`src/rtl/boot_pkg.sv`:
```
package boot_pkg;

  // device register addresses decoded by the indirect register path
  localparam logic [7:0] REG_STATUS = 8'hA2;
  localparam logic [7:0] REG_PAGE   = 8'hA6;
  localparam logic [7:0] REG_DATA   = 8'hA7;
  localparam logic [7:0] REG_CMD    = 8'hA8;
  localparam logic [7:0] OP_COMMIT  = 8'h03;

  // stage codes reported to the host
  localparam logic [7:0] STG_IDLE  = 8'h00;
  localparam logic [7:0] STG_GPIO  = 8'h01;
  localparam logic [7:0] STG_POWER = 8'h02;
  localparam logic [7:0] STG_PROBE = 8'h03;
  localparam logic [7:0] STG_BLK0  = 8'h04;
  localparam logic [7:0] STG_DONE  = 8'hFF;

  typedef enum logic [3:0] {
    S_IDLE, S_GPIO, S_SETTLE, S_BOOTW, S_ISSUE, S_WAIT, S_GAP, S_DONE, S_FAIL
  } seq_state_t;

  typedef enum logic [2:0] {
    K_PROBE, K_PAGE, K_BYTE, K_TRAIL, K_COMMIT, K_POLL
  } step_t;

  typedef struct packed {
    logic       write;
    logic       burst;
    logic [7:0] addr;
    logic [7:0] data;
  } xact_t;

endpackage

```
`src/rtl/boot_init_rom.sv`:
```
module boot_init_rom #(
  parameter int IDX_W = 4
) (
  input  logic [1:0]       blk,
  input  logic [IDX_W-1:0] idx,
  output logic [7:0]       data,
  output logic [IDX_W-1:0] len
);
  localparam int FLAT_W = IDX_W + 1;

  logic [FLAT_W-1:0] base;
  logic [FLAT_W-1:0] flat;

  function automatic logic [7:0] tbl(input logic [FLAT_W-1:0] i);
    case (i)
      0:  tbl = 8'h06;  1:  tbl = 8'h0B;  2:  tbl = 8'h17;  3:  tbl = 8'h38;
      4:  tbl = 8'h9F;  5:  tbl = 8'hD9;  6:  tbl = 8'h80;
      7:  tbl = 8'h07;  8:  tbl = 8'h09;  9:  tbl = 8'h39;  10: tbl = 8'h4F;
      11: tbl = 8'h00;  12: tbl = 8'h65;  13: tbl = 8'hB7;  14: tbl = 8'h10;
      15: tbl = 8'h0F;  16: tbl = 8'h0C;  17: tbl = 8'h09;
      default: tbl = 8'h00;
    endcase
  endfunction

  always_comb begin
    case (blk)
      2'd0:    begin base = FLAT_W'(0);  len = IDX_W'(7); end
      2'd1:    begin base = FLAT_W'(7);  len = IDX_W'(8); end
      default: begin base = FLAT_W'(15); len = IDX_W'(3); end
    endcase
    flat = base + FLAT_W'(idx);
    data = tbl(flat);
  end

endmodule

```
`src/rtl/boot_unit_timer.sv`:
```
module boot_unit_timer #(
  parameter int UNIT_CYCLES = 48000,
  parameter int UNITS_W     = 8
) (
  input  logic               clk,
  input  logic               rst,
  input  logic               abort,
  input  logic               start,
  input  logic [UNITS_W-1:0] units,
  output logic               fire
);
  localparam longint MAXC  = (longint'(1) << UNITS_W) * UNIT_CYCLES;
  localparam int     CNT_W = $clog2(MAXC + 1);

  logic             busy;
  logic [CNT_W-1:0] cnt;

  assign fire = busy && (cnt == '0);

  always_ff @(posedge clk) begin
    if (rst || abort) begin
      busy <= 1'b0;
      cnt  <= '0;
    end else if (start) begin
      busy <= 1'b1;
      cnt  <= CNT_W'(units) * CNT_W'(UNIT_CYCLES) - CNT_W'(1);
    end else if (busy) begin
      if (cnt == '0) busy <= 1'b0;
      else           cnt  <= cnt - CNT_W'(1);
    end
  end

  // a new wait is started only when the previous one has expired
  a_r3_start_at_expiry: assert property (@(posedge clk) disable iff (rst)
    start |-> (!busy || cnt == '0));

endmodule

```
`src/rtl/boot_xact_port.sv`:
```
module boot_xact_port
  import boot_pkg::*;
#(
  parameter logic [7:0] BUSY_MASK = 8'h01
) (
  input  logic       clk,
  input  logic       rst,
  input  logic       abort,
  input  logic       issue,
  input  xact_t      cmd,
  output logic       req_valid,
  input  logic       req_ready,
  output logic       req_write,
  output logic       req_burst,
  output logic [7:0] req_addr,
  output logic [7:0] req_wdata,
  input  logic       rsp_done,
  input  logic       rsp_err,
  input  logic [7:0] rsp_rdata,
  output logic       res_ok,
  output logic       res_err,
  output logic       res_busy
);
  xact_t held;
  logic  waiting;

  assign req_write = held.write;
  assign req_burst = held.burst;
  assign req_addr  = held.addr;
  assign req_wdata = held.data;

  assign res_ok   = waiting && rsp_done && !rsp_err;
  assign res_err  = waiting && rsp_err;
  assign res_busy = |(rsp_rdata & BUSY_MASK);

  always_ff @(posedge clk) begin
    if (rst) begin
      held      <= '0;
      req_valid <= 1'b0;
      waiting   <= 1'b0;
    end else if (abort) begin
      req_valid <= 1'b0;
      waiting   <= 1'b0;
    end else if (issue) begin
      held      <= cmd;
      req_valid <= 1'b1;
    end else if (req_valid && req_ready) begin
      req_valid <= 1'b0;
      waiting   <= 1'b1;
    end else if (waiting && (rsp_done || rsp_err)) begin
      waiting   <= 1'b0;
    end
  end

  // a stalled request keeps its contents
  a_r11_hold_until_ready: assert property (@(posedge clk) disable iff (rst)
    (req_valid && !req_ready && !abort) |=>
      (req_valid && $stable(req_addr) && $stable(req_wdata) &&
       $stable(req_write) && $stable(req_burst)));

  // one transaction in flight at a time
  a_r11_single_outstanding: assert property (@(posedge clk) disable iff (rst)
    issue |-> (!req_valid && !waiting));

  a_r11_no_request_while_waiting: assert property (@(posedge clk) disable iff (rst)
    waiting |-> !req_valid);

endmodule

```
`src/rtl/demod_boot_seq.sv`:
```
module demod_boot_seq
  import boot_pkg::*;
#(
  parameter int         UNIT_CYCLES    = 48000,
  parameter int         SETTLE_UNITS   = 30,
  parameter int         BOOT_UNITS     = 50,
  parameter int         POLL_TRIES     = 10,
  parameter int         POLL_GAP_UNITS = 2,
  parameter int         CTL_W          = 3,
  parameter logic [7:0] BUSY_MASK      = 8'h01
) (
  input  logic             clk,
  input  logic             rst,
  input  logic             boot_cmd,
  input  logic             shutdown_cmd,
  output logic             req_valid,
  input  logic             req_ready,
  output logic             req_write,
  output logic             req_burst,
  output logic [7:0]       req_addr,
  output logic [7:0]       req_wdata,
  input  logic             rsp_done,
  input  logic             rsp_err,
  input  logic [7:0]       rsp_rdata,
  output logic [7:0]       stage_code,
  output logic             started,
  output logic             loaded,
  output logic             pwr_en,
  output logic             pwr_dis,
  output logic             dev_rst_n,
  output logic [CTL_W-1:0] ctl_idle
);
  localparam int                IDX_W     = 4;
  localparam int                UNITS_W   = 8;
  localparam int                POLL_W    = $clog2(POLL_TRIES + 1);
  localparam logic [1:0]        LAST_BLK  = 2'd2;
  localparam logic [POLL_W-1:0] POLL_LAST = POLL_W'(POLL_TRIES - 1);

  seq_state_t        st;
  step_t             kind;
  logic [1:0]        blk;
  logic [IDX_W-1:0]  idx;
  logic [POLL_W-1:0] polls;

  logic [7:0]         rom_byte;
  logic [IDX_W-1:0]   rom_len;
  logic [IDX_W-1:0]   last_idx;
  xact_t              cmd;
  logic               issue;
  logic               res_ok, res_err, res_busy;
  logic               t_start, t_fire;
  logic [UNITS_W-1:0] t_units;
  logic               running;
  logic               poll_retry;

  boot_init_rom #(.IDX_W(IDX_W)) u_rom (
    .blk (blk),
    .idx (idx),
    .data(rom_byte),
    .len (rom_len)
  );

  boot_unit_timer #(.UNIT_CYCLES(UNIT_CYCLES), .UNITS_W(UNITS_W)) u_timer (
    .clk  (clk),
    .rst  (rst),
    .abort(shutdown_cmd),
    .start(t_start),
    .units(t_units),
    .fire (t_fire)
  );

  boot_xact_port #(.BUSY_MASK(BUSY_MASK)) u_port (
    .clk      (clk),
    .rst      (rst),
    .abort    (shutdown_cmd),
    .issue    (issue),
    .cmd      (cmd),
    .req_valid(req_valid),
    .req_ready(req_ready),
    .req_write(req_write),
    .req_burst(req_burst),
    .req_addr (req_addr),
    .req_wdata(req_wdata),
    .rsp_done (rsp_done),
    .rsp_err  (rsp_err),
    .rsp_rdata(rsp_rdata),
    .res_ok   (res_ok),
    .res_err  (res_err),
    .res_busy (res_busy)
  );

  assign last_idx = rom_len - IDX_W'(1);
  assign running  = (st != S_IDLE) && (st != S_DONE) && (st != S_FAIL);
  assign issue    = (st == S_ISSUE) && !shutdown_cmd;
  assign poll_retry = (st == S_WAIT) && (kind == K_POLL) &&
                      (res_err || (res_ok && res_busy)) && (polls != POLL_LAST);

  // request contents for the current step
  always_comb begin
    cmd = '0;
    case (kind)
      K_PROBE:  begin cmd.addr = REG_STATUS; end
      K_PAGE:   begin cmd.write = 1'b1; cmd.addr = REG_PAGE; end
      K_BYTE:   begin
        cmd.write = 1'b1;
        cmd.addr  = REG_DATA;
        cmd.data  = rom_byte;
        cmd.burst = (idx != last_idx);
      end
      K_TRAIL:  begin cmd.write = 1'b1; cmd.addr = REG_DATA; end
      K_COMMIT: begin cmd.write = 1'b1; cmd.addr = REG_CMD; cmd.data = OP_COMMIT; end
      default:  begin cmd.addr = REG_CMD; end
    endcase
  end

  // wait scheduling
  always_comb begin
    t_start = 1'b0;
    t_units = '0;
    if (!shutdown_cmd) begin
      if (st == S_GPIO) begin
        t_start = 1'b1;
        t_units = UNITS_W'(SETTLE_UNITS);
      end else if (st == S_SETTLE && t_fire) begin
        t_start = 1'b1;
        t_units = UNITS_W'(BOOT_UNITS);
      end else if (poll_retry) begin
        t_start = 1'b1;
        t_units = UNITS_W'(POLL_GAP_UNITS);
      end
    end
  end

  always_ff @(posedge clk) begin
    if (rst) begin
      st         <= S_IDLE;
      kind       <= K_PROBE;
      blk        <= '0;
      idx        <= '0;
      polls      <= '0;
      stage_code <= STG_IDLE;
      started    <= 1'b0;
      loaded     <= 1'b0;
      pwr_en     <= 1'b0;
      pwr_dis    <= 1'b1;
      dev_rst_n  <= 1'b0;
      ctl_idle   <= '1;
    end else if (shutdown_cmd) begin
      st      <= S_IDLE;
      pwr_en  <= 1'b0;
      pwr_dis <= 1'b1;
      started <= 1'b0;
      loaded  <= 1'b0;
    end else begin
      case (st)
        S_IDLE, S_DONE, S_FAIL: begin
          if (boot_cmd) begin
            st         <= S_GPIO;
            stage_code <= STG_GPIO;
            started    <= 1'b0;
            loaded     <= 1'b0;
          end
        end
        S_GPIO: begin
          ctl_idle   <= '1;
          dev_rst_n  <= 1'b0;
          pwr_en     <= 1'b1;
          pwr_dis    <= 1'b0;
          stage_code <= STG_POWER;
          st         <= S_SETTLE;
        end
        S_SETTLE: begin
          if (t_fire) begin
            dev_rst_n <= 1'b1;
            st        <= S_BOOTW;
          end
        end
        S_BOOTW: begin
          if (t_fire) begin
            kind       <= K_PROBE;
            stage_code <= STG_PROBE;
            st         <= S_ISSUE;
          end
        end
        S_ISSUE: st <= S_WAIT;
        S_WAIT: begin
          if (res_ok || res_err) begin
            if (kind == K_POLL) begin
              if (res_ok && !res_busy) begin
                polls <= '0;
                if (blk == LAST_BLK) begin
                  st         <= S_DONE;
                  stage_code <= STG_DONE;
                  started    <= 1'b1;
                  loaded     <= 1'b1;
                end else begin
                  blk        <= blk + 2'd1;
                  stage_code <= stage_code + 8'd1;
                  kind       <= K_PAGE;
                  st         <= S_ISSUE;
                end
              end else if (polls == POLL_LAST) begin
                st      <= S_FAIL;
                pwr_en  <= 1'b0;
                pwr_dis <= 1'b1;
              end else begin
                polls <= polls + POLL_W'(1);
                st    <= S_GAP;
              end
            end else if (res_err) begin
              st      <= S_FAIL;
              pwr_en  <= 1'b0;
              pwr_dis <= 1'b1;
            end else begin
              st <= S_ISSUE;
              case (kind)
                K_PROBE: begin
                  blk        <= '0;
                  stage_code <= STG_BLK0;
                  kind       <= K_PAGE;
                end
                K_PAGE: begin
                  idx  <= '0;
                  kind <= K_BYTE;
                end
                K_BYTE: begin
                  if (idx == last_idx) kind <= K_TRAIL;
                  else                 idx  <= idx + IDX_W'(1);
                end
                K_TRAIL: kind <= K_COMMIT;
                default: begin
                  polls <= '0;
                  kind  <= K_POLL;
                end
              endcase
            end
          end
        end
        S_GAP: begin
          if (t_fire) st <= S_ISSUE;
        end
        default: st <= S_IDLE;
      endcase
    end
  end

  // supply enable and disable are never on together
  a_r7_power_exclusive: assert property (@(posedge clk) disable iff (rst)
    !(pwr_en && pwr_dis));

  // a failed sequence issues nothing more
  a_r7_fail_quiet: assert property (@(posedge clk) disable iff (rst)
    (st == S_FAIL) |-> !req_valid);

  // reset is released only with the supply on
  a_r2_release_with_power: assert property (@(posedge clk) disable iff (rst)
    $rose(dev_rst_n) |-> (pwr_en && !pwr_dis));

  // status bits imply the final stage code and a powered device
  a_r8_status_means_done: assert property (@(posedge clk) disable iff (rst)
    started |-> (loaded && stage_code == STG_DONE && pwr_en));

  // shutdown powers off on the next cycle
  a_r9_shutdown_off: assert property (@(posedge clk) disable iff (rst)
    shutdown_cmd |=> (!pwr_en && pwr_dis && !started && !loaded && !req_valid));

  // a boot during a run does not restart the stage code
  a_r10_boot_ignored: assert property (@(posedge clk) disable iff (rst)
    (running && boot_cmd && !shutdown_cmd) |=> (stage_code != STG_GPIO));

  // table index stays inside the current table
  a_r5_index_in_table: assert property (@(posedge clk) disable iff (rst)
    (st == S_ISSUE && kind == K_BYTE) |-> (idx < rom_len));

endmodule

```
`config.mk`:
```
export PLATFORM = sky130hd
export DESIGN_NAME = demod_boot_seq
export DESIGN_NICKNAME = d
export VERILOG_FILES = /design/src/rtl/boot_pkg.sv /design/src/rtl/boot_init_rom.sv /design/src/rtl/boot_unit_timer.sv /design/src/rtl/boot_xact_port.sv /design/src/rtl/demod_boot_seq.sv
export SDC_FILE = /design/constraint.sdc
export NUM_CORES = 1
export LEC_CHECK = 0
export BUFFER_PORTS_ARGS = -buffer_cell sky130_fd_sc_hd__buf_4
export CORE_MARGIN = 1
export CORE_UTILIZATION = 30
export DETAILED_ROUTE_END_ITERATION = 7
export PLACE_DENSITY = 0.57
export SYNTH_ARGS = -nofsm -noshare
export SYNTH_HDL_FRONTEND = slang
export SYNTH_SLANG_ARGS = --single-unit
```
`constraint.sdc`:
```
create_clock -name clk -period 5.7 [get_ports clk]
set_input_delay 0 -clock clk [delete_from_list [all_inputs] [get_ports clk]]
set_output_delay 0 -clock clk [all_outputs]
set_load 0.02 [all_outputs]
```
Word-level counts from Yosys, hierarchy flattened
Memories as Yosys holds them, arrays and structs flattened.
Cells that the tools add are included.
- add/subtract/negate cells: 8
- muxes and demuxes: 84
- eq/ne operators: 42
- $mul: 1
- bitwise logic cells: 4
- reduce and logical (&&, ||, !) cells: 52
- operators by type and width (operator ; count):
    $mux W24 ; 3
    $mux W8 ; 8
    $mux W4 ; 14
    $sub A24 B1 Y24 const B ; 2
    $pmux W8 S4 ; 1
    $mux W1 ; 29
    $logic_not A24 Y1 ; 1
    $pmux W4 S2 ; 3
    $pmux W4 S6 ; 1
    $mux W3 ; 7
    $mux W6 ; 3
    $reduce_bool A2 Y1 ; 9
    $eq A4 B3 Y1 const B ; 4
    $ne A2 B1 Y1 const B ; 8
    $pmux W8 S2 ; 1
    $reduce_and A8 Y1 ; 2
    $mul A6 B9 Y15 const B ; 1
    $mux W2 ; 7
    $reduce_and A7 Y1 ; 2
    $logic_and A1 B1 Y1 ; 13
    $ne A2 B2 Y1 const B ; 6
    $ne A3 B2 Y1 const B ; 4
    $pmux W3 S4 ; 1
    $pmux W4 S3 ; 1
    35 further kinds ; 60
- logic and storage cells: 210
- ROM bits: 256
- output and inout bits: 35
- memories: 1
- register bits: 74
- bits of input ports: 15
- memory list (name ; depth ; bits a word ; read ports ; clocked after memory_dff ; write ports ; line ; text):
    (name not given) ; 32 ; 8 ; 1 ; 0 ; 0 ; boot_init_rom.sv:15 ; case (i)

Depth between registers and ports, before layout
- depth in word-level cells: 13
- gate-level depth with buffers: 20
- mapped depth without buffers: 18

Cells and area by module
Synthesis repeated with hierarchy kept, for this count alone.
- cells, all modules: 861
- area, all modules: 6891.6 µm²
- modules (own cells, without submodules) (module ; times used ; area each (µm²) ; cells an instance ; sequential area each (µm²)):
    boot_unit_timer ; 1 ; 3333.2 ; 394 ; 500.5
    demod_boot_seq ; 1 ; 2159.6 ; 292 ; 580.6
    boot_xact_port ; 1 ; 785.8 ; 93 ; 400.4
    boot_init_rom ; 1 ; 613.1 ; 82 ; 0.0

Worst setup path after synthesis
Ideal clock, no wire load.
- path kind: register to register
- start: register st[3]
- end: register u_timer.cnt[22]
- arrival time: 4.598 ns
- stages on the path, launching flop included: 21
- buffers on the path: 3
- data required time: 5.630 ns
- setup slack: 1.031 ns
- cell sequence: dfxtp_1 > buf_2 > or4b_1 > nor2_2 > inv_2 > and3_1 > buf_6 > clkbuf_1 > ha_1 > ha_1 > nor2_1 > fa_1 > inv_1 > ha_1 > nand2_1 > a311oi_1 > or3_1 > a21oi_1 > nand3b_1 > or4_1 > a21oi_1
- longest elaborated chain between the ends: 11
- elaborated cells between the ends (all ways): 21
- RTL lines (item ; line ; text):
    start, declared ; demod_boot_seq.sv:39 ; seq_state_t st;
    start signal, assigned ; demod_boot_seq.sv:136 ; st <= S_IDLE;
    start signal, assigned ; demod_boot_seq.sv:149 ; st <= S_IDLE;
    start signal, assigned ; demod_boot_seq.sv:158 ; st <= S_GPIO;
    $eq A4 B3 Y1 ; demod_boot_seq.sv:95 ; assign poll_retry = (st == S_WAIT) && (kind == K_POLL) &&
    $logic_and A1 B1 Y1 (2 in series) ; demod_boot_seq.sv:95 ;
    $logic_and A1 B1 Y1 ; demod_boot_seq.sv:96 ; (res_err || (res_ok && res_busy)) && (polls != POLL_LAST);
    $mux W2 ; demod_boot_seq.sv:127 ; end else if (poll_retry) begin
    $mux W6 ; demod_boot_seq.sv:124 ; end else if (st == S_SETTLE && t_fire) begin
    $mux W6 ; demod_boot_seq.sv:121 ; if (st == S_GPIO) begin
    $mux W6 ; demod_boot_seq.sv:120 ; if (!shutdown_cmd) begin
    $mul A6 B9 Y15 ; boot_unit_timer.sv:26 ; cnt <= CNT_W'(units) * CNT_W'(UNIT_CYCLES) - CNT_W'(1);
    $sub A24 B1 Y24 ; boot_unit_timer.sv:26 ;
    $mux W24 ; boot_unit_timer.sv:24 ; end else if (start) begin
    end signal, assigned ; boot_unit_timer.sv:26 ;
    end signal, assigned ; boot_unit_timer.sv:29 ; else cnt <= cnt - CNT_W'(1);
    end, declared ; boot_unit_timer.sv:16 ; logic [CNT_W-1:0] cnt;
Parallel ways exist; a longest one is shown, timed or not.
A chain may end at the register's enable or synchronous reset.

Final worst setup path
- start: register st[0]
- end: register u_timer.cnt[22]
Same word-level chain as after synthesis.

==> summary.md <==
| Metric | Value |
|---|---|
| Status | finished clean |
| Core footprint | around 16000 um^2 |
| Area share of the largest cell type after synthesis | 0.284 |
| Die Area | about 17000 um^2 |
| Clk buf depth | 2 |
| Pin count of the biggest net entering global routing | around 40 |
| Vias in the first global route | 4069 |
| DP HPWL | about 8500 um |
| Crit Path Max Fanout | 14 |
| CTS sink count | 71 |
| Final Skew | around 0.008 ns |
| Std-Cell Rows | 46 |
| DIE HEIGHT | between 100 and 150 um |
| Setup TNS | 0 ns |
| Non-filler instance count after layout | between 800 and 900 |
| Final setup vio count | 0 |
| Crit end category | flop |
| Setup crit start kind | flop |
| Initial core utilization | 0.311 |
| I/O Buffers | 37 |
| GRT met3 Usage | 0.0406 |
| Clock Pin Slew Worst Setup and Hold Paths | about 0.060 ns |
| Switching share of power | 0.266 |
| Max-slew headroom | 0.264 |
| Htree depth | 3 |
| DRC errors left | 0 |
| Antenna violations before repair | 0 |
| GRT Total Usage | 0.149 |
| Area added between synthesis and finish | 14.0% |
| Clk Latency, worst-skew pair | between 0.3 and 0.4 ns |
| P per Cell Area | around 210 nW/um^2 |
| Top Usage Layer GRT | met2 |
| Peak Freq | 204 MHz |
| R2R Setup Slk | 0.80 ns |
| Count of cell types in the netlist | 70 |
| Pre-Repair DR Iteration Count | 4 |
| Routed vias | around 4.4k |
| Layout cells sized above 1 | 0.109 |
| Syn Std Cell Area | 5000 um^2 |
| Leakage | around 2.3 nW |
| Req. time, crit path | 5.96 ns |
| Initial drt markers | approximately 240 |
| DRT Wirelength | 11900 um |
| Sequential power share | 0.430 |
| Avg Cell Area, Syn | between 7 and 8 um^2 |
| Average routed wire per standard cell | roughly 13 um |
| IO Pins | 50 |
| Tmin final | 4.90 ns |
| Worst hold path type | input pin to flop |
| Register area share after synthesis | 0.284 |
| Syn Inst Count | around 640 |
| Overflow after GRT | 0 |
| Met2 usage | 0.238 |
| Ant. Diodes | 0 |
| GR Util met1 | 0.198 |
| WS Path Type | flop to flop |
| Commonest cells in the netlist | dfxtp_1, a21oi_1, nor2_1 |
| Max-cap violation count | 0 |
| Logic pwr share | 0.115 |
| Root Buffer | clkbuf_16 |
| TritonCTS clock tree | yes |
| Fin area | approximately 5700 um^2 |
| CTS Buf Count | 9 |
| Post-synth EDFFs | 0 |
| Die X | ~130 um |
| Flops & latches, synth | just over 70 |
| Cell taking the most area after synthesis | dfxtp_1 |
| GPL Wtd Cong | approximately 0.8 |
| Worst vdd ir | around 160 uV |
| Antenna Nets Post-Route | 0 |
| Fin. max-slew vios | 0 |
| Top cells by area, synth | dfxtp_1, ha_1, a21oi_1 |
| Fin. Hold Viols | 0 |
| Unrepaired setup endpoints after global routing | no |
| Arr. time, crit path | 5.17 ns |
| Top-count cell post-synth | dfxtp_1 |
| Dpl cell area | 5390 um^2 |
| Switching component of the power | approximately 0.32 mW |
| Cell count after placement | 860 |
| CTS resizes | 0 |
| Worst Tran Pin Value | about 1.1 ns |
| Vias/cell | about 5.1 |
| Yosys warns | 0 |
| Ys flop type | dfxtp_1 |
| Asr flop ratio synth | 0 |
| Power share of the clock group | 0.455 |
| Fin nets | just over 700 |
| First-pass GRT wire length | between 20000 and 25000 um |
| Fill cells | 1720 |
| Internal power | approximately 0.87 mW |
| Period utilization | 0.860 |
path summary, 6_finish.rpt:
kind / startpoint / endpoint / cells past startpoint
setup / recovery: st[0] / u_timer.cnt[22] / 17
hold / removal: rsp_rdata[0] / loaded / 4
setup reg to reg: st[0] / u_timer.cnt[22] / 17
hold reg to reg: u_port.req_wdata[4] / u_port.req_wdata[4] / 2
what timing repair did:
| action | in CTS | in global routing |
|---|---|---|
| buffers inserted | 0 | 0 |
| hold endpoints to repair | 3 | 0 |
| hold buffers | 2 | 0 |
cell usage in the layout (no fill, tap or decap), types with 9 or more instances in the layout:
cell type	n
dfxtp_1	71
a21oi_1	70
nor2_1	61
nand2_1	55
ha_1	40
buf_4	40
inv_1	35
o21ai_0	28
xnor2_1	23
nor3_1	20
nand3_1	20
xor2_1	17
a211oi_1	15
o21ai_1	12
clkbuf_16	9
power by group through the flow:
stage | Clock (mW) | Sequential [mW] | Combinational, mW
after floorplan | 0 | 0.522 | 0.106
after global placement | 0 | 0.522 | 0.136
after detailed placement | 0 | 0.523 | 0.136
after CTS | 0.559 | 0.511 | 0.137
after global routing | 0.582 | 0.513 | 0.154
final | 0.541 | 0.512 | 0.137
per-stage QoR:
step	util	setup WS, ns	power (mW)	hold WS, ns
final	0.355	0.796	1.19	0.0480
after global routing	0.355	0.365	1.25	0.0875
after CTS	0.355	0.782	1.21	0.0339
after detailed placement	0.336	0.806	0.658	0.282
after global placement	0.336	0.820	0.658	0.287
after floorplan	-	1.03	0.628	0.164
logic make-up (layout without fill, tap and decap cells):
logic type,Yosys count,in the layout,synth area share
buffers and inverters,75,96,0.0658
and+or+nand+nor,227,227,0.238
xor gates and xnor gates,40,40,0.0701
AOI/OAI and AO/OA,173,173,0.212
muxes,7,7,0.0165
adders and majority gates,43,43,0.112
other,2,5,0.00150
DFF,71,71,0.284
area by class of cell:
cell class / instances / area [um^2] / area share
clock inverters: 4 / 30.0 / 0.00527
repair buffers: 42 / 320 / 0.0562
multi-input cells: 495 / 3260 / 0.572
clock buffers: 12 / 256 / 0.0450
flip-flops and latches: 71 / 1420 / 0.249
well taps: 216 / 270 / 0.0474
inverters: 38 / 143 / 0.0250
layer usage:
metal | wire (um) | vias to the layer above
met4 | 138 | 0
met1 | 5870 | 2058
met2 | 5400 | 68
met5 | 0 | -
met3 | 437 | 12
li1 | - | 2301
registers in the layout, summed over array words and instances, names as in the netlist, 2 cells and up:
name / count
u_timer.cnt: 24
polls: 4
u_port.req_wdata: 8
kind: 3
st: 4
u_port.req_addr: 5
stage_code: 8
idx: 4
blk: 2
critical path, cell delays in order (launching register included):
cell	delay, ns
dfxtp_1	0.58
or4b_1	0.63
nor2_2	0.36
inv_2	0.18
and3_1	0.20
ha_1	0.30
ha_1	0.19
nor2_1	0.13
fa_1	0.43
inv_1	0.07
ha_1	0.23
nor2_1	0.07
a21oi_1	0.24
xor2_1	0.14
nor3_1	0.40
nand3b_1	0.12
or4_1	0.41
a21oi_1	0.14
(Power assumes the default switching activity.)
